[config.mk]
export PLATFORM = sky130hd
export DESIGN_NAME = dbdma_chan
export DESIGN_NICKNAME = d
export VERILOG_FILES = /design/src/rtl/dbdma_pkg.sv /design/src/rtl/dbdma_slot.sv /design/src/rtl/dbdma_ctrl.sv /design/src/rtl/dbdma_engine.sv /design/src/rtl/dbdma_chan.sv
export SDC_FILE = /design/constraint.sdc
export NUM_CORES = 1
export LEC_CHECK = 0
export ABC_AREA = 1
export BUFFER_PORTS_ARGS = -buffer_cell sky130_fd_sc_hd__clkbuf_2
export CELL_PAD_IN_SITES_DETAIL_PLACEMENT = 1
export CELL_PAD_IN_SITES_GLOBAL_PLACEMENT = 1
export CORE_MARGIN = 5
export CORE_UTILIZATION = 41
export CTS_CLUSTER_DIAMETER = 80
export DETAILED_ROUTE_END_ITERATION = 10
export PLACE_DENSITY = 0.91
export REMOVE_ABC_BUFFERS = 1
export SYNTH_ARGS = -nofsm -noshare
export SYNTH_HDL_FRONTEND = slang
export SYNTH_HIERARCHICAL = 1
export SYNTH_SLANG_ARGS = --single-unit
export TNS_END_PERCENT = 10
[constraint.sdc]
create_clock -name clk_i -period 3.1 [get_ports clk_i]
set_input_delay 0.465 -clock clk_i [delete_from_list [all_inputs] [get_ports clk_i]]
set_output_delay 0.465 -clock clk_i [all_outputs]
set_load 0.01 [all_outputs]
[src/rtl/dbdma_pkg.sv]
`timescale 1ns/1ps
package dbdma_pkg;
  localparam int unsigned ST_W       = 8;
  localparam int unsigned ST_RUN     = 0;
  localparam int unsigned ST_IE      = 1;
  localparam int unsigned ST_ERR     = 2;
  localparam int unsigned ST_DONE_A  = 3;
  localparam int unsigned ST_START_A = 4;
  localparam int unsigned ST_DONE_B  = 5;
  localparam int unsigned ST_START_B = 6;
  localparam int unsigned ST_BIU     = 7;

  typedef struct packed {
    logic [3:0] src;
    logic       wide;
    logic       burst8;
    logic       big;
    logic       to_mem;
  } cfg_t;

  typedef enum logic [2:0] {
    RG_CFG   = 3'd0,
    RG_SET   = 3'd1,
    RG_CLR   = 3'd2,
    RG_STAT  = 3'd3,
    RG_A_ADR = 3'd4,
    RG_A_CNT = 3'd5,
    RG_B_ADR = 3'd6,
    RG_B_CNT = 3'd7
  } reg_idx_e;

  function automatic int unsigned start_bit(input logic s);
    return s ? ST_START_B : ST_START_A;
  endfunction

  function automatic int unsigned done_bit(input logic s);
    return s ? ST_DONE_B : ST_DONE_A;
  endfunction
endpackage

[src/rtl/dbdma_slot.sv]
`timescale 1ns/1ps
module dbdma_slot #(
  parameter int unsigned AW = 32,
  parameter int unsigned CW = 13
) (
  input  logic          clk_i,
  input  logic          rst_ni,
  input  logic          wr_adr_i,
  input  logic          wr_cnt_i,
  input  logic [AW-1:0] wdata_i,
  input  logic          adv_i,
  input  logic [CW-1:0] step_i,
  output logic [AW-1:0] adr_o,
  output logic [CW-1:0] cnt_o
);
  always_ff @(posedge clk_i or negedge rst_ni) begin
    if (!rst_ni) begin
      adr_o <= '0;
      cnt_o <= '0;
    end else if (adv_i) begin
      adr_o <= adr_o + AW'(step_i);
      cnt_o <= (cnt_o > step_i) ? cnt_o - step_i : '0;
    end else begin
      if (wr_adr_i) adr_o <= wdata_i;
      if (wr_cnt_i) cnt_o <= wdata_i[CW-1:0];
    end
  end

  AST_CNT_FALLS: assert property (@(posedge clk_i) disable iff (!rst_ni)
    adv_i |=> (cnt_o < $past(cnt_o)));
endmodule

[src/rtl/dbdma_ctrl.sv]
`timescale 1ns/1ps
module dbdma_ctrl
  import dbdma_pkg::*;
(
  input  logic            clk_i,
  input  logic            rst_ni,
  input  logic            set_we_i,
  input  logic            clr_we_i,
  input  logic [ST_W-2:0] wdata_i,
  input  logic [1:0]      bad_i,
  input  logic            fin_i,
  input  logic            busy_i,
  output logic [ST_W-1:0] stat_o,
  output logic            irq_o
);
  logic [ST_W-1:0] stat_q, n;
  logic            rej, cur;

  always_comb begin
    n   = stat_q;
    rej = 1'b0;
    cur = stat_q[ST_BIU];
    if (set_we_i) begin
      n[ST_ERR:ST_RUN] = stat_q[ST_ERR:ST_RUN] | wdata_i[ST_ERR:ST_RUN];
      n[ST_DONE_A]     = stat_q[ST_DONE_A] | wdata_i[ST_DONE_A];
      n[ST_DONE_B]     = stat_q[ST_DONE_B] | wdata_i[ST_DONE_B];
      for (int k = 0; k < 2; k++) begin
        if (wdata_i[start_bit(1'(k))] && !stat_q[start_bit(1'(k))]) begin
          if (bad_i[k]) rej = 1'b1;
          else          n[start_bit(1'(k))] = 1'b1;
        end
      end
      if (rej) begin
        n[ST_ERR] = 1'b1;
        n[ST_RUN] = 1'b0;
      end
    end
    if (clr_we_i) n[ST_BIU-1:0] = n[ST_BIU-1:0] & ~wdata_i;
    // hardware events win over a same-cycle software write
    if (fin_i) begin
      n[start_bit(cur)] = 1'b0;
      n[done_bit(cur)]  = 1'b1;
      if (n[start_bit(!cur)]) n[ST_BIU] = !cur;
    end else if (!busy_i && !n[start_bit(cur)] && n[start_bit(!cur)]) begin
      n[ST_BIU] = !cur;
    end
  end

  always_ff @(posedge clk_i or negedge rst_ni) begin
    if (!rst_ni) stat_q <= '0;
    else         stat_q <= n;
  end

  assign stat_o = stat_q;
  assign irq_o  = stat_q[ST_IE] &
                  (stat_q[ST_ERR] | stat_q[ST_DONE_A] | stat_q[ST_DONE_B]);

  AST_BIU_HOLD: assert property (@(posedge clk_i) disable iff (!rst_ni)
    (busy_i && !fin_i) |=> $stable(stat_q[ST_BIU]));
  AST_DONE_ON_FIN: assert property (@(posedge clk_i) disable iff (!rst_ni)
    (fin_i && !stat_q[ST_BIU]) |=> (stat_q[ST_DONE_A] && !stat_q[ST_START_A]));
  AST_REJECT_STOPS: assert property (@(posedge clk_i) disable iff (!rst_ni)
    (set_we_i && wdata_i[ST_START_A] && !stat_q[ST_START_A] && bad_i[0])
    |=> (!stat_q[ST_RUN] && stat_q[ST_ERR] && !stat_q[ST_START_A]));
endmodule

[src/rtl/dbdma_engine.sv]
`timescale 1ns/1ps
module dbdma_engine #(
  parameter int unsigned CW   = 13,
  parameter int unsigned DW   = 16,
  parameter int unsigned MAXB = 8
) (
  input  logic          clk_i,
  input  logic          rst_ni,
  input  logic          wide_i,
  input  logic          big_i,
  input  logic          burst8_i,
  input  logic          to_mem_i,
  input  logic          run_i,
  input  logic          start_act_i,
  input  logic [CW-1:0] cnt_act_i,
  input  logic          per_req_i,
  input  logic          mem_gnt_i,
  input  logic [DW-1:0] mem_rdata_i,
  input  logic [DW-1:0] per_rdata_i,
  output logic          busy_o,
  output logic          beat_o,
  output logic          fin_o,
  output logic          mem_req_o,
  output logic          mem_we_o,
  output logic          per_ack_o,
  output logic [DW-1:0] mem_wdata_o,
  output logic [DW-1:0] per_wdata_o,
  output logic [CW-1:0] step_o
);
  localparam int unsigned BCW = $clog2(MAXB);
  localparam int unsigned HB  = DW / 2;

  logic           busy_q;
  logic [BCW-1:0] bcnt_q, blen_m1;
  logic           last_data;

  function automatic logic [DW-1:0] fmt(input logic [DW-1:0] x, input logic w, input logic b);
    if (!w)     return {{HB{1'b0}}, x[HB-1:0]};
    else if (b) return {x[HB-1:0], x[DW-1:HB]};
    else        return x;
  endfunction

  assign step_o      = wide_i ? CW'(2) : CW'(1);
  assign last_data   = cnt_act_i <= step_o;
  assign blen_m1     = burst8_i ? BCW'(MAXB - 1) : BCW'(MAXB / 2 - 1);
  assign mem_req_o   = busy_q & run_i & start_act_i;
  assign beat_o      = mem_req_o & mem_gnt_i;
  assign fin_o       = beat_o & last_data;
  assign per_ack_o   = beat_o & (last_data | (bcnt_q == blen_m1));
  assign busy_o      = busy_q;
  assign mem_we_o    = to_mem_i;
  assign mem_wdata_o = fmt(per_rdata_i, wide_i, big_i);
  assign per_wdata_o = fmt(mem_rdata_i, wide_i, big_i);

  always_ff @(posedge clk_i or negedge rst_ni) begin
    if (!rst_ni) begin
      busy_q <= 1'b0;
      bcnt_q <= '0;
    end else if (!busy_q) begin
      if (run_i && start_act_i && (cnt_act_i != '0) && per_req_i) begin
        busy_q <= 1'b1;
        bcnt_q <= '0;
      end
    end else if (!start_act_i || per_ack_o) begin
      busy_q <= 1'b0;
    end else if (beat_o) begin
      bcnt_q <= bcnt_q + 1'b1;
    end
  end

  AST_ACK_ENDS_BURST: assert property (@(posedge clk_i) disable iff (!rst_ni)
    per_ack_o |=> !busy_q);
endmodule

[src/rtl/dbdma_chan.sv]
`timescale 1ns/1ps
module dbdma_chan
  import dbdma_pkg::*;
#(
  parameter int unsigned AW   = 32,
  parameter int unsigned CW   = 13,
  parameter int unsigned DW   = 16,
  parameter int unsigned MAXB = 8
) (
  input  logic          clk_i,
  input  logic          rst_ni,
  input  logic          reg_we_i,
  input  logic [4:2]    reg_addr_i,
  input  logic [AW-1:0] reg_wdata_i,
  output logic [AW-1:0] reg_rdata_o,
  output logic          mem_req_o,
  output logic          mem_we_o,
  output logic [AW-1:0] mem_addr_o,
  output logic [DW-1:0] mem_wdata_o,
  input  logic [DW-1:0] mem_rdata_i,
  input  logic          mem_gnt_i,
  input  logic          per_req_i,
  output logic          per_ack_o,
  output logic [3:0]    per_sel_o,
  output logic [DW-1:0] per_wdata_o,
  input  logic [DW-1:0] per_rdata_i,
  output logic          irq_o
);
  localparam int unsigned NSLOT = 2;

  reg_idx_e        idx;
  cfg_t            cfg_q;
  logic [ST_W-1:0] stat;
  logic [AW-1:0]   adr [NSLOT];
  logic [CW-1:0]   cnt [NSLOT];
  logic [NSLOT-1:0] bad;
  logic            biu, busy, beat, fin;
  logic [CW-1:0]   step, cnt_act;

  assign idx     = reg_idx_e'(reg_addr_i);
  assign biu     = stat[ST_BIU];
  assign cnt_act = cnt[biu];

  always_ff @(posedge clk_i or negedge rst_ni) begin
    if (!rst_ni)                          cfg_q <= '0;
    else if (reg_we_i && idx == RG_CFG)   cfg_q <= cfg_t'(reg_wdata_i[ST_W-1:0]);
  end

  for (genvar k = 0; k < NSLOT; k++) begin : g_slot
    localparam logic [2:0] ADR_IDX = 3'(4 + 2 * k);
    localparam logic [2:0] CNT_IDX = 3'(5 + 2 * k);
    logic wr_ok;
    assign wr_ok  = reg_we_i && !stat[start_bit(1'(k))];
    assign bad[k] = (adr[k][1:0] != 2'b00) || (cnt[k] == '0);
    dbdma_slot #(.AW(AW), .CW(CW)) u_slot (
      .clk_i    (clk_i),
      .rst_ni   (rst_ni),
      .wr_adr_i (wr_ok && reg_addr_i == ADR_IDX),
      .wr_cnt_i (wr_ok && reg_addr_i == CNT_IDX),
      .wdata_i  (reg_wdata_i),
      .adv_i    (beat && (biu == 1'(k))),
      .step_i   (step),
      .adr_o    (adr[k]),
      .cnt_o    (cnt[k])
    );
  end

  dbdma_ctrl u_ctrl (
    .clk_i    (clk_i),
    .rst_ni   (rst_ni),
    .set_we_i (reg_we_i && idx == RG_SET),
    .clr_we_i (reg_we_i && idx == RG_CLR),
    .wdata_i  (reg_wdata_i[ST_W-2:0]),
    .bad_i    (bad),
    .fin_i    (fin),
    .busy_i   (busy),
    .stat_o   (stat),
    .irq_o    (irq_o)
  );

  dbdma_engine #(.CW(CW), .DW(DW), .MAXB(MAXB)) u_eng (
    .clk_i       (clk_i),
    .rst_ni      (rst_ni),
    .wide_i      (cfg_q.wide),
    .big_i       (cfg_q.big),
    .burst8_i    (cfg_q.burst8),
    .to_mem_i    (cfg_q.to_mem),
    .run_i       (stat[ST_RUN]),
    .start_act_i (stat[start_bit(biu)]),
    .cnt_act_i   (cnt_act),
    .per_req_i   (per_req_i),
    .mem_gnt_i   (mem_gnt_i),
    .mem_rdata_i (mem_rdata_i),
    .per_rdata_i (per_rdata_i),
    .busy_o      (busy),
    .beat_o      (beat),
    .fin_o       (fin),
    .mem_req_o   (mem_req_o),
    .mem_we_o    (mem_we_o),
    .per_ack_o   (per_ack_o),
    .mem_wdata_o (mem_wdata_o),
    .per_wdata_o (per_wdata_o),
    .step_o      (step)
  );

  assign mem_addr_o = adr[biu];
  assign per_sel_o  = cfg_q.src;

  always_comb begin
    case (idx)
      RG_CFG:   reg_rdata_o = AW'(cfg_q);
      RG_STAT:  reg_rdata_o = AW'(stat);
      RG_A_ADR: reg_rdata_o = adr[0];
      RG_A_CNT: reg_rdata_o = AW'(cnt[0]);
      RG_B_ADR: reg_rdata_o = adr[1];
      RG_B_CNT: reg_rdata_o = AW'(cnt[1]);
      default:  reg_rdata_o = '0;
    endcase
  end

  AST_REQ_HAS_WORK: assert property (@(posedge clk_i) disable iff (!rst_ni)
    mem_req_o |-> (cnt_act != '0));
  AST_PAUSE_NO_REQ: assert property (@(posedge clk_i) disable iff (!rst_ni)
    !stat[ST_RUN] |-> !mem_req_o);
endmodule

Word-level counts from Yosys, hierarchy flattened
Index checks and enable logic that the tools add are counted.

Bitwise operators: 19. Reductions and logical operators: 42. Multiplexer cells: 62. $lt $le $gt $ge: 9. Eq/ne operators: 10. Add/sub/neg operators: 5.

Operator list (count): two-way mux 32 bit (7); one-hot mux 32 bit (6 select lines) (1); two-way mux 13 bit (9); less-than comparator 32 x 4 -> 1 bit, second input constant (3); adder 32 x 13 -> 32 bit (2); two-way mux 16 bit (4); >= comparator 32 x 1 -> 1 bit, second input constant (1); > comparator 13 bit (2); zero test 13 bit (2); subtractor 13 bit (2); two-way mux 1 bit (23); two-way mux 7 bit (3); logical AND 1 bit (20); two-way mux 3 bit (6); nonzero test 2 bit (8); less-or-equal comparator 13 bit (1); nonzero test 13 bit (1); binary-select mux 1 bit (select 3 bit) (4); == test 3 bit, second input constant (4); bitwise AND 8 bit (1); inverter 8 bit (1); bitwise OR 8 bit (1); bitwise AND 7 bit (1); inverter 7 bit (1); other kinds (18) (39).

Word-level logic and storage cells: 160. Flip-flop bits (word level): 110.

Longest topological paths before layout
Word-level depth: 18. Mapped depth: 18.

Modules after synthesis
The synthesis kept the hierarchy.

Modules (own cells, without submodules): dbdma_slot at g_slot[1].u_slot (area each 4386.7 um^2, sequential area each 1126.1 um^2, instances 1, cells an instance 744); dbdma_slot at g_slot[0].u_slot (area each 4345.4 um^2, sequential area each 1126.1 um^2, instances 1, cells an instance 728); dbdma_chan (area each 2105.8 um^2, sequential area each 200.2 um^2, instances 1, cells an instance 392); dbdma_engine (area each 905.9 um^2, sequential area each 100.1 um^2, instances 1, cells an instance 157); dbdma_ctrl (area each 455.4 um^2, sequential area each 200.2 um^2, instances 1, cells an instance 62).

Worst setup path after synthesis
Ideal clock, no wire load.

Kind: reg2reg. From: reg cfg_q[3] (netlist bit). To: reg g_slot[1].u_slot.adr_o[30]. Required time: 2984 ps. Arrival: 2285 ps. Cell stages (with the launch flop): 16. Setup slack: 698 ps. Setup time: 116 ps. Path buffers: 2. Period minus slack after synthesis: 2402 ps. Cells stage by stage: dfrtp_1 > buf_2 > clkbuf_1 > inv_2 > ha_1 > fa_1 > nand3_1 > nand3_1 > nand2_1 > nand2_1 > nand2_1 > nand2_1 > nand3b_1 > nand3_1 > nand2_1 > nand2_1.

Longest elaborated chain between the ends: 3.

Ends and longest elaborated chain: start: declaration (line dbdma_chan.sv:32) `cfg_t cfg_q;`; start signal: assignment (line dbdma_chan.sv:46) `else if (reg_we_i && idx == RG_CFG) cfg_q <= cfg_t'(reg_wdata_i[ST_W-1:0]);`; two-way mux 2 bit (line dbdma_engine.sv:43) `assign step_o = wide_i ? CW'(2) : CW'(1);`; via step[0] (line dbdma_chan.sv:38) `logic [CW-1:0] step, cnt_act;`; adder 32 x 13 -> 32 bit (line dbdma_slot.sv:21) `adr_o <= adr_o + AW'(step_i);`; two-way mux 32 bit (line dbdma_slot.sv:20) `end else if (adv_i) begin`; end signal: assignment (line dbdma_slot.sv:21); end signal: assignment (line dbdma_slot.sv:24) `if (wr_adr_i) adr_o <= wdata_i;`; end: declaration (line dbdma_slot.sv:13) `output logic [AW-1:0] adr_o,`.

The timed path passes the listed nets, and every way through them passes these cells. A chain may end at the register's enable or synchronous reset.

Worst setup path in the final report
From: reg u_ctrl.stat_q[7] (netlist: u_ctrl/stat_o[7]). To: out per_ack_o.

Longest elaborated chain between the ends: 7. Elaborated cells between the ends (all ways): 12. Classes of those cells: 1 x order compare; 6 x mux; 5 x bitwise.

Ends and longest elaborated chain: start: declaration (line dbdma_ctrl.sv:16) `logic [ST_W-1:0] stat_q, n;`; start signal: assignment (line dbdma_ctrl.sv:51) `else stat_q <= n;`; inverter 1 -> 2 bit (implied by the code) (line dbdma_chan.sv:42) `assign cnt_act = cnt[biu];`; two-way mux 13 bit (implied by the code) (3 in series) (line dbdma_chan.sv:42); via cnt_act[1] (line dbdma_chan.sv:38); less-or-equal comparator 13 bit (line dbdma_engine.sv:44) `assign last_data = cnt_act_i <= step_o;`; bitwise OR 1 bit (line dbdma_engine.sv:49) `assign per_ack_o = beat_o & (last_data | (bcnt_q == blen_m1));`; bitwise AND 1 bit (line dbdma_engine.sv:49); end: declaration (line dbdma_chan.sv:23) `output logic per_ack_o,`.

The timed path passes the listed nets, and every way through them passes these cells. The select of a mux whose other input is x is not followed.

==> impl_results.md <==
- GP Congestion: 0.953
- Chip Height: 182 um
- GR Util met3: 4.44%
- Synth Cell Area: 12,200 um2
- Seq/Total Area, Yosys: 22.6%
- Clock slew at reported path FFs: 0.09 ns
- Relative slew slack: 48.2%
- Fillers: 4,225
- Final Net Count: 2,353
- Via count: 14,600
- Tcrit/Tclk final: 90.4%
- Worst-Margin Slew: 0.776 ns
- I/O pin count: 176
- RSZ-0062 raised after global routing: no
- Endpoints failing setup: 0
- DIE WIDTH: 182 um
- Initial antenna violation count: 0
- Final min period: 2.80 ns
- CTS buffer count: 9
- CP peak stage delay: 0.44 ns
- Ys Warns: 6
- Final Hold Vio Count: 0
- Clock Latency Late Sink: 0.37 ns
- Met2 Use GR: 54.1%
- Clock tree root buffer cell: clkbuf_16
- Initial Utilization: 41.4%
- Main combinational cell family by area after synthesis: simple AND/OR/NAND/NOR gates
- Overall Global Routing Usage: 30.4%
- Avg Cell Area, Syn: 5.86 um2
- Cell Rows: 63
- DP HPWL: 41,500 um
- Fin Clk Skew: 0.0127 ns
- XOR/XNOR Fraction of Synth Area: 1.58%
- Non-Filler Instances: 2,617
- H-tree depth: 3
- Final global-route overflow total: 0
- Top FF cell, synth: dfrtp_1
- Crit path cell chain: buf_12 > o21ai_0 > ha_1 > nand2_1 > nand3_1 > nand2_1 > nand3_2 > nand2_1 > clkbuf_2
- Crit. End Element: output pin
- Post-CTS Hold Buffers: 0
- Multiplexer share of the synthesized area: 1.38%
- Max Fclk: 0.357 GHz
- Placed insts: 2,601
- Status: finished, final reports clean
- Most frequent cells in the layout: 744 x nand2_1, 289 x inv_1, 190 x nand3_1
- Setup TNS: 0 ns
- Drt via density: 5.59
- CTS Buffer Depth: 2
- Data arrival, critical path: 2.34 ns
- Post-synth EDFFs: 0
- CP max stage cell: dfrtp_2
- Starting DRC count in detailed routing: 1,089
- # diodes: 0
- Synth Area in Adders: 6.30%
- P&R area growth vs syn: 11.8%
- Detail Route Antenna Nets: 0
- First-pass iteration count of the detailed router: 5
- Reg2Reg Setup Slack: 0.56 ns
- Final Core Density: 46.2%
- Post-synthesis cell type count: 48
- Vias in the first global route: 15,100
- Most common cell after layout, fill and taps aside: nand2_1
- Simple-Gate Fraction of Synth Area: 42.3%
- Flops & latches, synth: 110
- Die area: 33,300 um2
- DR WL/cell: 19.7 um
- Setup bufs post-CTS: 0
- Synth Instances: 2,083
- Num Clock Sinks: 110
- CP dominant cell by count: nand2_1
- LEAKAGE: 7.55 nW
- DRC Markers: 0
- Startpoint types: flop
- Async SR Flop Fraction: 100%
- Fraction of layout cells with a size suffix above 1: 13.5%
- First-pass GRT wire length: 80,800 um
- Post-cts sizing count: 0
- Max IR drop VDD: 0.309 mV
- GR Util met1: 35.6%
- Core area: 29,500 um2
- Worst Path Max Fanout: 88
- WS Path Type: flop to output pin
- CTS tree: done
- Routed WL: 51,700 um
- Max_cap viols: 0
- Delay-heaviest family, CP: simple AND/OR/NAND/NOR gates
- Pin count of the biggest net entering global routing: 89
- Worst hold-check path type: input port to asynchronous set/reset pin
- Buffers & Inverters on Critical Path: 2
- GR peak layer: met2
- Worst Path Required: 2.63 ns
- Power Density: 727 nW/um2
- Complex-gate fraction of the synthesized area: 12.5%
- Number of port buffers: 175
- Final Slew Violations: 0
-- where the power goes --
part / switching, mW / internal, mW / total [mW]
combinational: 3.76 / 1.99 / 5.75
clock: 0.638 / 0.610 / 1.25
sequential: 0.987 / 1.93 / 2.91
total: 5.39 / 4.53 / 9.91
-- cells by family (layout without fill, tap and decap cells) --
family / count (synthesis) / after routing
adders and majority gates: 59 / 59
buffers and inverters: 382 / 516
xor gates and xnor gates: 22 / 22
other: 1 / 11
and+or+nand+nor: 1220 / 1220
AOI/OAI and AO/OA: 274 / 274
muxes: 15 / 15
DFF: 110 / 110
-- cell usage after synthesis, types with 5 or more instances --
master    instances  area [um2]
nand2_1         744        2790
o21ai_0         107         536
buf_1             7        26.3
nand3_2           5        50.1
o21ai_1          34         170
nand3_1         190         951
nor3_1           23         115
clkbuf_1         26        97.6
nand2_2           9        56.3
nand4_1          46         288
nor2_1          175         657
o21bai_1          8        60.1
buf_6            11         124
inv_1           289        1080
inv_2             8        30.0
ha_1             55         688
mux2_2           11         124
a21oi_1          85         425
xor2_1           18         158
nand3b_1          7        52.6
a21oi_2          20         175
buf_2            17        85.1
dfrtp_1         110        2750
buf_4            20         150
o21ai_2          10        87.6
-- sequential cells by signal (all words and copies together), names as in the netlist, named ones only --
name and count:
g_slot.u_slot/cnt_o 26, cfg_q 4, g_slot.u_slot/adr_o 64, u_eng/bcnt_q 3, per_sel_o 4, u_ctrl/stat_o 7
u_eng/busy_o 1
-- path summary, 6_finish.rpt --
| check | start | endpoint | depth (start not counted) |
|---|---|---|---|
| max reg2reg | cfg_q[3] | g_slot[0].u_slot/adr_o[16] | 13 |
| min in group clk_i | reg_wdata_i[24] | g_slot[0].u_slot/adr_o[24] | 3 |
| max | u_ctrl/stat_o[7] | per_ack_o | 9 |
| min reg2reg | u_eng/bcnt_q[1] | u_eng/bcnt_q[1] | 2 |
| max in group asynchronous | rst_ni | g_slot[1].u_slot/cnt_o[11] | 2 |
| min | rst_ni | g_slot[0].u_slot/cnt_o[3] | 1 |
-- per-stage QoR --
step	cell area, um2	hold WS [ns]	setup slack (ns)	total power [mW]
finish	13600	0.120	0.298	9.91
global route	13600	0.167	0.142	10.7
CTS	13600	0.140	0.330	9.75
detailed placement	13300	0.480	0.449	8.47
global placement	13300	0.458	0.550	8.21
floorplan	11800	0.169	-1.80	6.31
-- routing by layer --
layer	up-vias	part of all wire, %
met5	-	0
met4	0	5.5
met3	142	6.0
met2	565	48
met1	7056	41
li1	6874	-
-- layout make-up --
type / instances / area, um2 / share of cell area (%)
inverter: 301 / 1130 / 8.32
sequential: 110 / 2750 / 20.2
tap: 390 / 488 / 3.58
clock buffer: 11 / 253 / 1.85
multi-input combinational: 1601 / 7880 / 57.8
timing repair buffer: 199 / 1070 / 7.86
clock inverter: 5 / 48.8 / 0.358
Power figures use the tool's default switching activity.
